==> config.mk <==
export PLATFORM = sky130hd
export DESIGN_NAME = clk_startup_seq
export DESIGN_NICKNAME = d
export VERILOG_FILES = /design/src/rtl/clk_seq_pkg.sv /design/src/rtl/sus_delay_lut.sv /design/src/rtl/sus_up_cnt.sv /design/src/rtl/sus_phase_ctl.sv /design/src/rtl/clk_startup_seq.sv
export SDC_FILE = /design/constraint.sdc
export NUM_CORES = 1
export LEC_CHECK = 0
export ABC_AREA = 1
export BUFFER_PORTS_ARGS = -buffer_cell sky130_fd_sc_hd__buf_4
export CAP_MARGIN = 10
export CORE_AREA = 2 2 91 93
export CTS_CLUSTER_SIZE = 28
export DETAILED_ROUTE_END_ITERATION = 8
export DIE_AREA = 0 0 93 95
export GPL_TIMING_DRIVEN = 0
export PLACE_DENSITY = 0.64
export SYNTH_ARGS = -nofsm -noshare
export SYNTH_HDL_FRONTEND = slang
export SYNTH_HIERARCHICAL = 1
export SYNTH_SLANG_ARGS = --single-unit
==> constraint.sdc <==
create_clock -name clk -period 2.5 [get_ports clk]
set_input_delay 0.25 -clock clk [delete_from_list [all_inputs] [get_ports clk]]
set_output_delay 0.25 -clock clk [all_outputs]
set_load 0.01 [all_outputs]
==> src/rtl/clk_seq_pkg.sv <==
package clk_seq_pkg;

  typedef enum logic [1:0] {
    PH_IDLE = 2'd0,
    PH_CYC  = 2'd1,
    PH_MS   = 2'd2,
    PH_DONE = 2'd3
  } seq_phase_e;

  localparam logic [1:0] CODE_RESERVED = 2'd3;

  function automatic int imax(input int a, input int b);
    return (a > b) ? a : b;
  endfunction

  function automatic int bits_for(input int v);
    return (v < 2) ? 1 : $clog2(v + 1);
  endfunction

endpackage

==> src/rtl/sus_delay_lut.sv <==
module sus_delay_lut
  import clk_seq_pkg::*;
#(
  parameter int FAST_WAKE_SHORT = 1024,
  parameter int FAST_WAKE_LONG  = 16384,
  parameter int SLOW_WAKE       = 6,
  parameter int RESET_CYC       = 14,
  parameter int FAST_MS_SHORT   = 8,
  parameter int FAST_MS_LONG    = 68,
  parameter int SLOW_MS_MID     = 4,
  parameter int SLOW_MS_LONG    = 64,
  parameter int TICKS_PER_MS    = 8,
  parameter int CYC_W           = 15,
  parameter int TICK_W          = 10
) (
  input  logic              src_slow,
  input  logic [1:0]        code,
  input  logic              for_reset,
  output logic [CYC_W-1:0]  cyc_tgt,
  output logic [TICK_W-1:0] tick_tgt,
  output logic              reserved
);

  int unsigned ms_val;
  logic [1:0]  eff_code;

  always_comb begin
    reserved = src_slow && (code == CODE_RESERVED);
    eff_code = reserved ? 2'd2 : code;
  end

  always_comb begin
    ms_val  = 0;
    cyc_tgt = CYC_W'(RESET_CYC);
    if (for_reset) begin
      cyc_tgt = CYC_W'(RESET_CYC);
      if (!src_slow) begin
        ms_val = eff_code[1] ? FAST_MS_LONG : FAST_MS_SHORT;
      end else begin
        case (eff_code)
          2'd0:    ms_val = 0;
          2'd1:    ms_val = SLOW_MS_MID;
          default: ms_val = SLOW_MS_LONG;
        endcase
      end
    end else begin
      if (!src_slow) begin
        cyc_tgt = eff_code[0] ? CYC_W'(FAST_WAKE_LONG) : CYC_W'(FAST_WAKE_SHORT);
      end else begin
        cyc_tgt = CYC_W'(SLOW_WAKE);
      end
    end
    tick_tgt = TICK_W'(ms_val * TICKS_PER_MS);
  end

endmodule

==> src/rtl/sus_up_cnt.sv <==
module sus_up_cnt #(
  parameter int W = 8
) (
  input  logic         clk,
  input  logic         rst_n,
  input  logic         clr,
  input  logic         inc,
  output logic [W-1:0] cnt
);

  always_ff @(posedge clk or negedge rst_n) begin
    if (!rst_n) begin
      cnt <= '0;
    end else if (clr) begin
      cnt <= '0;
    end else if (inc) begin
      cnt <= cnt + W'(1);
    end
  end

endmodule

==> src/rtl/sus_phase_ctl.sv <==
module sus_phase_ctl
  import clk_seq_pkg::*;
#(
  parameter int CYC_W  = 15,
  parameter int TICK_W = 10
) (
  input  logic              clk,
  input  logic              rst_n,
  input  logic              req,
  input  logic [CYC_W-1:0]  cyc_tgt_in,
  input  logic [TICK_W-1:0] tick_tgt_in,
  input  logic              reserved_in,
  input  logic [CYC_W-1:0]  cyc_cnt,
  input  logic [TICK_W-1:0] tick_cnt,
  input  logic              tick,
  output seq_phase_e        phase,
  output logic              ready,
  output logic              code_err
);

  seq_phase_e        phase_d;
  logic [CYC_W-1:0]  cyc_tgt_q;
  logic [TICK_W-1:0] tick_tgt_q;
  logic              cyc_last;
  logic              tick_last;
  logic              no_ms;

  always_comb begin
    cyc_last  = (cyc_cnt == (cyc_tgt_q - CYC_W'(1)));
    tick_last = tick && (tick_cnt == (tick_tgt_q - TICK_W'(1)));
    no_ms     = (tick_tgt_q == '0);
  end

  always_comb begin
    phase_d = phase;
    if (req) begin
      phase_d = PH_CYC;
    end else begin
      case (phase)
        PH_CYC:  if (cyc_last) phase_d = no_ms ? PH_DONE : PH_MS;
        PH_MS:   if (tick_last) phase_d = PH_DONE;
        default: phase_d = phase;
      endcase
    end
  end

  always_ff @(posedge clk or negedge rst_n) begin
    if (!rst_n) begin
      phase      <= PH_IDLE;
      cyc_tgt_q  <= '0;
      tick_tgt_q <= '0;
      code_err   <= 1'b0;
      ready      <= 1'b0;
    end else begin
      phase <= phase_d;
      ready <= (phase_d == PH_DONE);
      if (req) begin
        cyc_tgt_q  <= cyc_tgt_in;
        tick_tgt_q <= tick_tgt_in;
        code_err   <= reserved_in;
      end
    end
  end

endmodule

==> src/rtl/clk_startup_seq.sv <==
module clk_startup_seq
  import clk_seq_pkg::*;
#(
  parameter int FAST_WAKE_SHORT = 1024,
  parameter int FAST_WAKE_LONG  = 16384,
  parameter int SLOW_WAKE       = 6,
  parameter int RESET_CYC       = 14,
  parameter int FAST_MS_SHORT   = 8,
  parameter int FAST_MS_LONG    = 68,
  parameter int SLOW_MS_MID     = 4,
  parameter int SLOW_MS_LONG    = 64,
  parameter int TICKS_PER_MS    = 8
) (
  input  logic       clk,
  input  logic       rst_n,
  input  logic       boot_req,
  input  logic       wake_req,
  input  logic       src_slow,
  input  logic [1:0] sut_code,
  input  logic       ms_tick,
  output logic       ready,
  output logic       code_err
);

  localparam int CYC_MAX  = imax(imax(FAST_WAKE_SHORT, FAST_WAKE_LONG),
                                 imax(SLOW_WAKE, RESET_CYC));
  localparam int MS_MAX   = imax(imax(FAST_MS_SHORT, FAST_MS_LONG),
                                 imax(SLOW_MS_MID, SLOW_MS_LONG));
  localparam int CYC_W    = bits_for(CYC_MAX);
  localparam int TICK_W   = bits_for(MS_MAX * TICKS_PER_MS);

  logic              req;
  logic [CYC_W-1:0]  lut_cyc;
  logic [TICK_W-1:0] lut_tick;
  logic              lut_reserved;
  logic [CYC_W-1:0]  cyc_cnt;
  logic [TICK_W-1:0] tick_cnt;
  seq_phase_e        phase;

  assign req = boot_req | wake_req;

  sus_delay_lut #(
    .FAST_WAKE_SHORT (FAST_WAKE_SHORT),
    .FAST_WAKE_LONG  (FAST_WAKE_LONG),
    .SLOW_WAKE       (SLOW_WAKE),
    .RESET_CYC       (RESET_CYC),
    .FAST_MS_SHORT   (FAST_MS_SHORT),
    .FAST_MS_LONG    (FAST_MS_LONG),
    .SLOW_MS_MID     (SLOW_MS_MID),
    .SLOW_MS_LONG    (SLOW_MS_LONG),
    .TICKS_PER_MS    (TICKS_PER_MS),
    .CYC_W           (CYC_W),
    .TICK_W          (TICK_W)
  ) u_lut (
    .src_slow  (src_slow),
    .code      (sut_code),
    .for_reset (boot_req),
    .cyc_tgt   (lut_cyc),
    .tick_tgt  (lut_tick),
    .reserved  (lut_reserved)
  );

  sus_up_cnt #(.W(CYC_W)) u_cyc_cnt (
    .clk   (clk),
    .rst_n (rst_n),
    .clr   (req),
    .inc   (phase == PH_CYC),
    .cnt   (cyc_cnt)
  );

  sus_up_cnt #(.W(TICK_W)) u_tick_cnt (
    .clk   (clk),
    .rst_n (rst_n),
    .clr   (req),
    .inc   ((phase == PH_MS) && ms_tick),
    .cnt   (tick_cnt)
  );

  sus_phase_ctl #(
    .CYC_W  (CYC_W),
    .TICK_W (TICK_W)
  ) u_ctl (
    .clk         (clk),
    .rst_n       (rst_n),
    .req         (req),
    .cyc_tgt_in  (lut_cyc),
    .tick_tgt_in (lut_tick),
    .reserved_in (lut_reserved),
    .cyc_cnt     (cyc_cnt),
    .tick_cnt    (tick_cnt),
    .tick        (ms_tick),
    .phase       (phase),
    .ready       (ready),
    .code_err    (code_err)
  );

endmodule

==> run summary, run 1 <==
The number of storage elements in the synthesis netlist is 54. The tool flagged a number of max-cap violations equal to 0. After technology mapping, the gate count stands at 564.

Data on the critical path is required at its endpoint by 2.73 ns. The part of the total power dissipated in sequential elements is 53.9%. Multiplexer cells account for 0% of the synthesized area.

The total routed wirelength came out at 8290 um. The repair_antennas step left the layout with diodes totalling 0. The number of max-slew violations in the final report came out at 0.

The path class of the tightest hold or removal check is input port to async pin. Before CTS, the worst setup slack after placement is 0.350 ns. The average footprint of a synthesized cell came out at 6.78 um^2. The number of global-route vias before repair is 3328. The starting density of the core came out at 48.2%. The critical path's largest stage delay came out at 0.41 ns. After global routing the overflow that remains totals 0. The area fraction in compound gates after synthesis is 7.89%. The share of final-layout standard cells stronger than drive strength 1 came out at 11.9%. The tree is rooted in a clkbuf_8. In this run the critical register-to-register path is launched from u_ctl/cyc_tgt_q[0]. The global-route wire length before repair came out at 14700 um.

The remaining routing DRC violations came out at 0. VDD sags by at most 0.270 mV. The biggest area contributor in the post-synthesis netlist is dfrtp_1. Per report_power, the clock group accounts for 27.3% of the total. The buffer depth of the longest clock path is 2. The count of buffers added on input and output ports is 9. The commonest non-fill, non-tap cell in the layout is nand2_1. The count of TritonRoute iterations in the first routing pass is 6.

The number of top-level design ports came out at 10. The first routing iteration left 84 violations. The number of hold buffers added after CTS was 0.

The clock net sink count is 54. The mean number of vias per cell came out at 4.80. The die boundary height is 95 um. Once placement finished, the instance area stood at 0.00408 mm^2. The kind of end point of the critical path is a flop. The flow ran to the end, but the final reports show violations. The standard cell with the maximum stage delay on the critical path is dfrtp_1. The worst setup slack for register-to-register paths is 0.31 ns. In the layout the commonest cells are nand2_1, inv_1, nor2_1. The net switching power of the design came out at 0.000519 W. The clock reaches the later pin of the worst-skew pair after 0.31 ns. For this run, the number of Yosys warnings is 6.

The data arrival at the endpoint of the critical path came out at 2.42 ns. The count of distinct cell types in the synthesized netlist is 35. Dividing the detail-routed wire length by the instance count gives 11.8 um. The depth of the CTS H-tree came out at 2. The static leakage came out at 2.12 nW. Buffers added to address setup during post-CTS repair amount to 0. After floorplanning, the core was sized to cover 0.00793 mm^2. The largest family of logic cells by synthesized area is simple AND/OR/NAND/NOR gates. The number of nets with antenna violations after routing is 0.

The pin count of the biggest net entering global routing came out at 55. The number of antenna violations at the first check in global routing came out at 0. The number of failing hold endpoints at the final stage was 20. The maximum clock frequency is 0.457 GHz. The class of the most critical setup path is flop to flop. The share of synthesized cell area in full adder, half adder and majority cells is 2.29%.

Summing over every cut layer, the via total after detailed routing is 3357. The xor/xnor cell area share of the yosys netlist came out at 3.34%. The mapped netlist covers 0.00382 mm^2. Measured against its own limit, the worst slew margin works out to 53.1%. The floorplan die area is 0.00884 mm^2. The portion of the clock cycle consumed by the worst path in the final layout is 87.5%.

On the final layout, the worst clock skew is 0.00865 ns. The pin slew with the least headroom to its limit is 0.704 ns. The checks that failed: negative hold slack. The worst path meets setup with 0.313 ns of slack. The simple logic cell fraction of the synthesized area is 38.4%.

The cell-internal power is 0.00125 W. The fraction of power spent switching nets came out at 29.3%. The worst register-to-register path ends at u_ctl/ready.

On the final layout, the worst hold slack is -0.00969 ns. The final standard cell area without fillers came out at 0.00416 mm^2. Subtracting the final worst setup slack from the clock period gives 2.19 ns. The total power per unit cell area came out at 425 mW/mm^2. TritonCTS built the clock tree. The total design power is 0.00177 W. The final HPWL from detailed placement is 6450 um. In the post-synthesis netlist, the biggest area contributors are dfrtp_1, nand2_1, inv_1, nor2_1, o21ai_0. The kind of start point of the critical path is a flop. The sequential fraction of the synthesis area came out at 35.4%.

The final setup TNS is 0 ns. The depth of the worst register-to-register path is 17. The number of buffers inserted during clock tree synthesis is 5. The placer congestion estimate is 0.806.

In the global route stage, overall resource usage came out at 21.0%. Setup violations remaining at the end of the flow were counted as 0. The critical path goes through inv_1 > ha_1 > inv_1 > nand2_1 > nand2_1 > nand2_1 > nor2_1 > nand2_1 > nor2_1 > nand3_1 > nor2_2 > nand3_1 > nand2_1 > nand2_1 > nand2_1 > nand3_1 > a21oi_2. The portion of total power attributed to combinational logic came out at 18.8%. The growth of design area from synthesis to finish is 8.94%. Of all nets on the critical path, the largest fanout is 6.

In this run the horizontal extent of the chip is 93 um. In this design, the critical path's most frequently occurring cell is nand2_1. The area share of the largest cell type after synthesis is 35.4%. The count of cells resized by post-cts repair came out at 0. After filler insertion, the fill cell instance count of the layout stands at 854.

The net count of the finished layout is 611. The clock input transition at the sequential cells of the worst setup and hold paths came out at 0.09 ns. Setup repair after global routing left no endpoint under its margin. In this run the core area contains 33 standard-cell rows.
## cells by family (layout without fill, tap and decap cells)
group | count (synthesis) | in the layout
xor+xnor | 13 | 13
flops | 54 | 54
other cells | 1 | 17
buf+inv | 106 | 121
simple gates | 325 | 325
fa+ha+maj | 7 | 7
compound gates | 58 | 58
## area by class of cell
class	instances	area (um^2)	share of cell area [%]
well taps	105	131	3.16
multi-input cells	420	2050	49.2
inverters	81	305	7.33
repair buffers	9	67.6	1.62
flip-flops and latches	54	1350	32.5
plain buffers	25	176	4.24
clock buffers	6	82.6	1.98
## how the worst max path moves through the flow
stage / start / to / slack (ns) / cells after the start
after detailed placement: u_ctl/cyc_tgt_q[0] / u_ctl/ready / 0.35 / 17
after floorplan: u_ctl/cyc_tgt_q[0] / u_ctl/ready / 0.68 / 13
after CTS: u_ctl/cyc_tgt_q[0] / u_ctl/ready / 0.33 / 17
after global placement: u_ctl/cyc_tgt_q[0] / u_ctl/ready / 0.39 / 17
final: u_ctl/cyc_tgt_q[0] / u_ctl/ready / 0.31 / 17
after global routing: u_ctl/cyc_tgt_q[0] / u_ctl/phase[0] / 0.07 / 15
## cells in the mapped netlist
cell        n
xor2_1      7
clkbuf_8    1
ha_1        7
buf_2       1
clkinv_2    1
clkbuf_1    4
nand4_2     2
or2_2       1
inv_1      79
xnor3_1     1
o21ai_1     1
nor2_2     11
xnor2_1     5
or2_1       1
clkinv_1    1
or2_4       1
conb_1      1
o21bai_1    1
o21ai_0    41
nand3_2     3
buf_4      19
nand3b_1    5
nor2_1     64
o211ai_1    1
a21oi_1    11
nand2_1   175
nor3b_1     2
nand3_1    35
nand2_2     6
nor2_4      9
nand4_1     8
a21oi_2     1
a31oi_1     2
dfrtp_1    54
nor3_1      2
## critical path: cells and delay by family, from the launching register on
kind                     cells  cell delay, ns
buffers and inverters        2            0.24
AO/OA/AOI/OAI                1            0.13
flip-flops                   1            0.41
AND/OR/NAND/NOR             13            1.04
adder cells (fa/ha/maj)      1            0.28
## sequential cells by signal, indices dropped and copies added, names as in the netlist
name              flops
u_tick_cnt/cnt       10
u_cyc_cnt/cnt        15
u_ctl/code_err        1
u_ctl/cyc_tgt_q      15
u_ctl/ready           1
u_ctl/phase           2
u_ctl/tick_tgt_q     10
## layer usage
metal,global-route usage (%),part of all wire [%],up-vias
met5,0,0,-
met4,6.25,1.5,0
met3,2.87,1.3,8
met2,40.5,52,19
met1,24.1,45,1554
li1,-,-,1776
## power groups by stage
| stage | combinational (W) | sequential (W) | clock [W] |
|---|---|---|---|
| 6_report | 0.000332 | 0.000954 | 0.000484 |
| 5_1_grt | 0.000386 | 0.000960 | 0.000552 |
| 4_1_cts | 0.000333 | 0.000955 | 0.000513 |
| 2_1_floorplan | 0.000248 | 0.000959 | 0 |
| 3_5_place_dp | 0.000332 | 0.000972 | 0 |
| 3_3_place_gp | 0.000324 | 0.000971 | 0 |
## metrics by stage
| step | util (%) | cells | hold slack (ns) |
|---|---|---|---|
| finish | 52.5 | 700 | -0.00969 |
| floorplan | - | 580 | -0.0456 |
| CTS | 52.5 | 700 | 0.00877 |
| global placement | 51.5 | 694 | 0.351 |
| global route | 52.5 | 700 | 0.0343 |
| detailed placement | 51.5 | 694 | 0.356 |
Note: power is estimated with default switching activity, not from simulation.
==> inputs of run 2 (changes only) <==
- CORE_AREA: 2 2 91 93 -> 2 2 83 85
- DIE_AREA: 0 0 93 95 -> 0 0 85 87
- PLACE_DENSITY: 0.64 -> 0.75
==> run summary, run 2 (synthesized netlist as in run 1, its figures left out) <==
The class of the tightest hold or removal check is input port to async pin (unchanged). The die width is 85 um (was 93 um). The maximum clock frequency is 0.461 GHz (was 0.457 GHz). The number of antenna diodes is 0 (unchanged).

The count of vias placed by the detailed router is 3394 (was 3357). The clock net sink count came out at 54 (unchanged). The worst slew margin relative to its limit is 52.9% (was 53.1%).

The number of failing hold endpoints at the final stage came out at 15 (was 20). The final HPWL from detailed placement came out at 6220 um (was 6450 um). The register area is 0.00135 mm^2 (unchanged). The static leakage is 2.13 nW (was 2.12 nW). Failing checks: negative hold slack (unchanged).

The count of cells resized by post-cts repair came out at 0 (unchanged). The core utilization of the finished layout is 63.3% (was 52.5%). The global-route wire length before repair is 14600 um (was 14700 um). Biggest regs: u_ctl/cyc_tgt_q (15), u_cyc_cnt/cnt (15) (unchanged). The post-cts hold buffer count came out at 0 (unchanged). The total routed wirelength is 8200 um (was 8290 um). Outcome: finished with violations (unchanged). The most used routing layer in global routing is met2 (unchanged). The number of input and output port buffers inserted came out at 9 (unchanged). The buffer depth of the longest clock path came out at 2 (unchanged). The kind of start point of the critical path was a flop (unchanged). The initial DRC count was 135 (was 84). The floorplan die area came out at 0.00740 mm^2 (was 0.00884 mm^2).

The number of global-route vias before repair is 3408 (was 3328). The area of the placeable core was 0.00657 mm^2 (was 0.00793 mm^2). The count of TritonRoute iterations in the first routing pass is 4 (was 6). The final net count came out at 611 (unchanged). The overflow left after global routing came out at 0 (unchanged).

The total of fill cells in the finished design came to 612 (was 854). The global-route track usage on met2 came to 46.2% (was 40.5%). The depth of the CTS H-tree came out at 2 (unchanged). The commonest non-fill, non-tap cell in the layout was nand2_1 (unchanged). The number of top-level design ports was 10 (unchanged). The total power per unit cell area came to 450 mW/mm^2 (was 425 mW/mm^2). The mean number of vias per cell was 5.01 (was 4.80). The critical path required time came out at 2.74 ns (was 2.73 ns). The max-cap check violation count came out at 0 (unchanged).

The later-pin clock latency in the skew report was 0.31 ns (about the same). The final setup TNS came out at 0 ns (unchanged). The clock tree root driver cell is clkbuf_8 (unchanged). The per-cell routed wire length was 12.1 um (was 11.8 um). Leading cell types in the layout, fill and taps excluded: nand2_1, inv_1, nor2_1 (unchanged). The number of antenna violations at the first check in global routing came out at 0 (unchanged). The met1 track demand over resource in global routing is 27.7% (was 24.1%). The final-layout worst hold slack came out at -0.0295 ns (was -0.00969 ns). The total setup buffers inserted after CTS came out at 0 (unchanged). The growth of design area from synthesis to finish is 8.74% (was 8.94%).

Unrepaired setup endpoints after global routing: false (unchanged). The starting density of the core is 58.2% (was 48.2%). The number of buffers inserted during clock tree synthesis is 5 (unchanged). The met3 capacity usage during global routing came to 3.13% (was 2.87%). The portion of the clock cycle consumed by the worst path in the final layout came out at 86.7% (was 87.5%).

The kind of end point of the critical path was a flop (unchanged). The multi-input combinational cell area came out at 0.00205 mm^2 (unchanged). The pin count of the biggest net entering global routing came to 55 (unchanged). The final-report setup violation count is 0 (unchanged). The clock skew is 0.00484 ns (was 0.00865 ns). The data arrival at the endpoint of the critical path came out at 2.40 ns (was 2.42 ns). The number of nets with antenna violations after routing is 0 (unchanged). The clock input transition at the sequential cells of the worst setup and hold paths came out at 0.10 ns (was 0.09 ns). The die boundary height came out at 87 um (was 95 um). The placer congestion estimate is 0.823 (was 0.806).

The class of the most critical setup path is flop to flop (unchanged). The maximum vdd ir drop came out at 0.294 mV (was 0.270 mV). The number of max-slew violations in the final report came to 0 (unchanged).

The top fanout value on the critical path is 7 (was 6). The pin slew with the least headroom to its limit came out at 0.707 ns (was 0.704 ns). The remaining routing DRC violations is 0 (unchanged). The number of cell rows came out at 30 (was 33).

The CTS tree is done (unchanged). The total routing usage reported by global routing came out at 24.4% (was 21.0%). The share of final-layout standard cells stronger than drive strength 1 came to 11.9% (about the same). The shortest period the worst path allows is 2.17 ns (was 2.19 ns).
-- run 2: changes by cell type in the layout (fill, tap and decap cells not counted), sizes merged --
cell,delta
bufinv,+1
clkbuf,+1
-- run 2: worst paths after layout --
path / to / slack, ns / from / depth (start not counted)
max: u_ctl/ready / 0.33 / u_ctl/cyc_tgt_q[0] / 13
max in group asynchronous: u_ctl/tick_tgt_q[6] / 2.05 / rst_n / 1
max reg2reg: u_ctl/ready / 0.33 / u_ctl/cyc_tgt_q[0] / 13
min: u_ctl/cyc_tgt_q[1] / -0.03 / rst_n / 1
min reg2reg: u_ctl/code_err / 0.48 / u_ctl/code_err / 2
min in group clk: u_ctl/cyc_tgt_q[10] / 0.26 / sut_code[0] / 4
-- run 2: power breakdown --
part / switching [W] / total [W] / leakage, nW / internal [W]
registers: 0.0000429 / 0.000954 / 0.702 / 0.000911
clock network: 0.000285 / 0.000585 / 0.0524 / 0.000300
logic: 0.000206 / 0.000332 / 1.38 / 0.000126
total: 0.000533 / 0.00187 / 2.13 / 0.00134
-- run 2: cell type report --
| type | instances | area share [%] |
|---|---|---|
| inverters | 81 | 7.34 |
| clock buffers | 7 | 1.84 |
| multi-input cells | 420 | 49.3 |
| repair buffers | 9 | 1.63 |
| well taps | 80 | 2.41 |
| plain buffers | 25 | 4.24 |
| clock inverters | 1 | 0.722 |
| flip-flops and latches | 54 | 32.5 |
-- run 2: through the flow --
step,worst slack (ns),cells,hold WS (ns),instance area [um^2],power (W)
floorplan,0.679,580,-0.0456,3880,0.00121
CTS,0.318,677,0.0122,4160,0.00189
finish,0.332,677,-0.0295,4160,0.00187
global placement,0.411,669,0.344,4050,0.00129
global route,0.0424,677,0.0333,4160,0.00198
detailed placement,0.353,669,0.353,4050,0.00130
-- run 2: critical path, stage by stage (launching register included) --
cell and delay, ns:
dfrtp_1 0.41, inv_1 0.19, ha_1 0.25, nand2_1 0.15, nor2_4 0.20, nand2_1 0.09, xor2_1 0.15, nor2_2 0.14
nand3_1 0.11, nand2_1 0.07, nand2_1 0.04, nand2_1 0.05, nand3_1 0.10, a21oi_2 0.14
-- run 2: routing by layer --
layer  vias to the layer above  wire length (um)  share of wire [%]
li1                       1778                 -                  -
met1                      1567              3530                 43
met2                        37              4330                 53
met3                        12               182                2.2
met4                         0               162                2.0
met5                         -                 0                  0
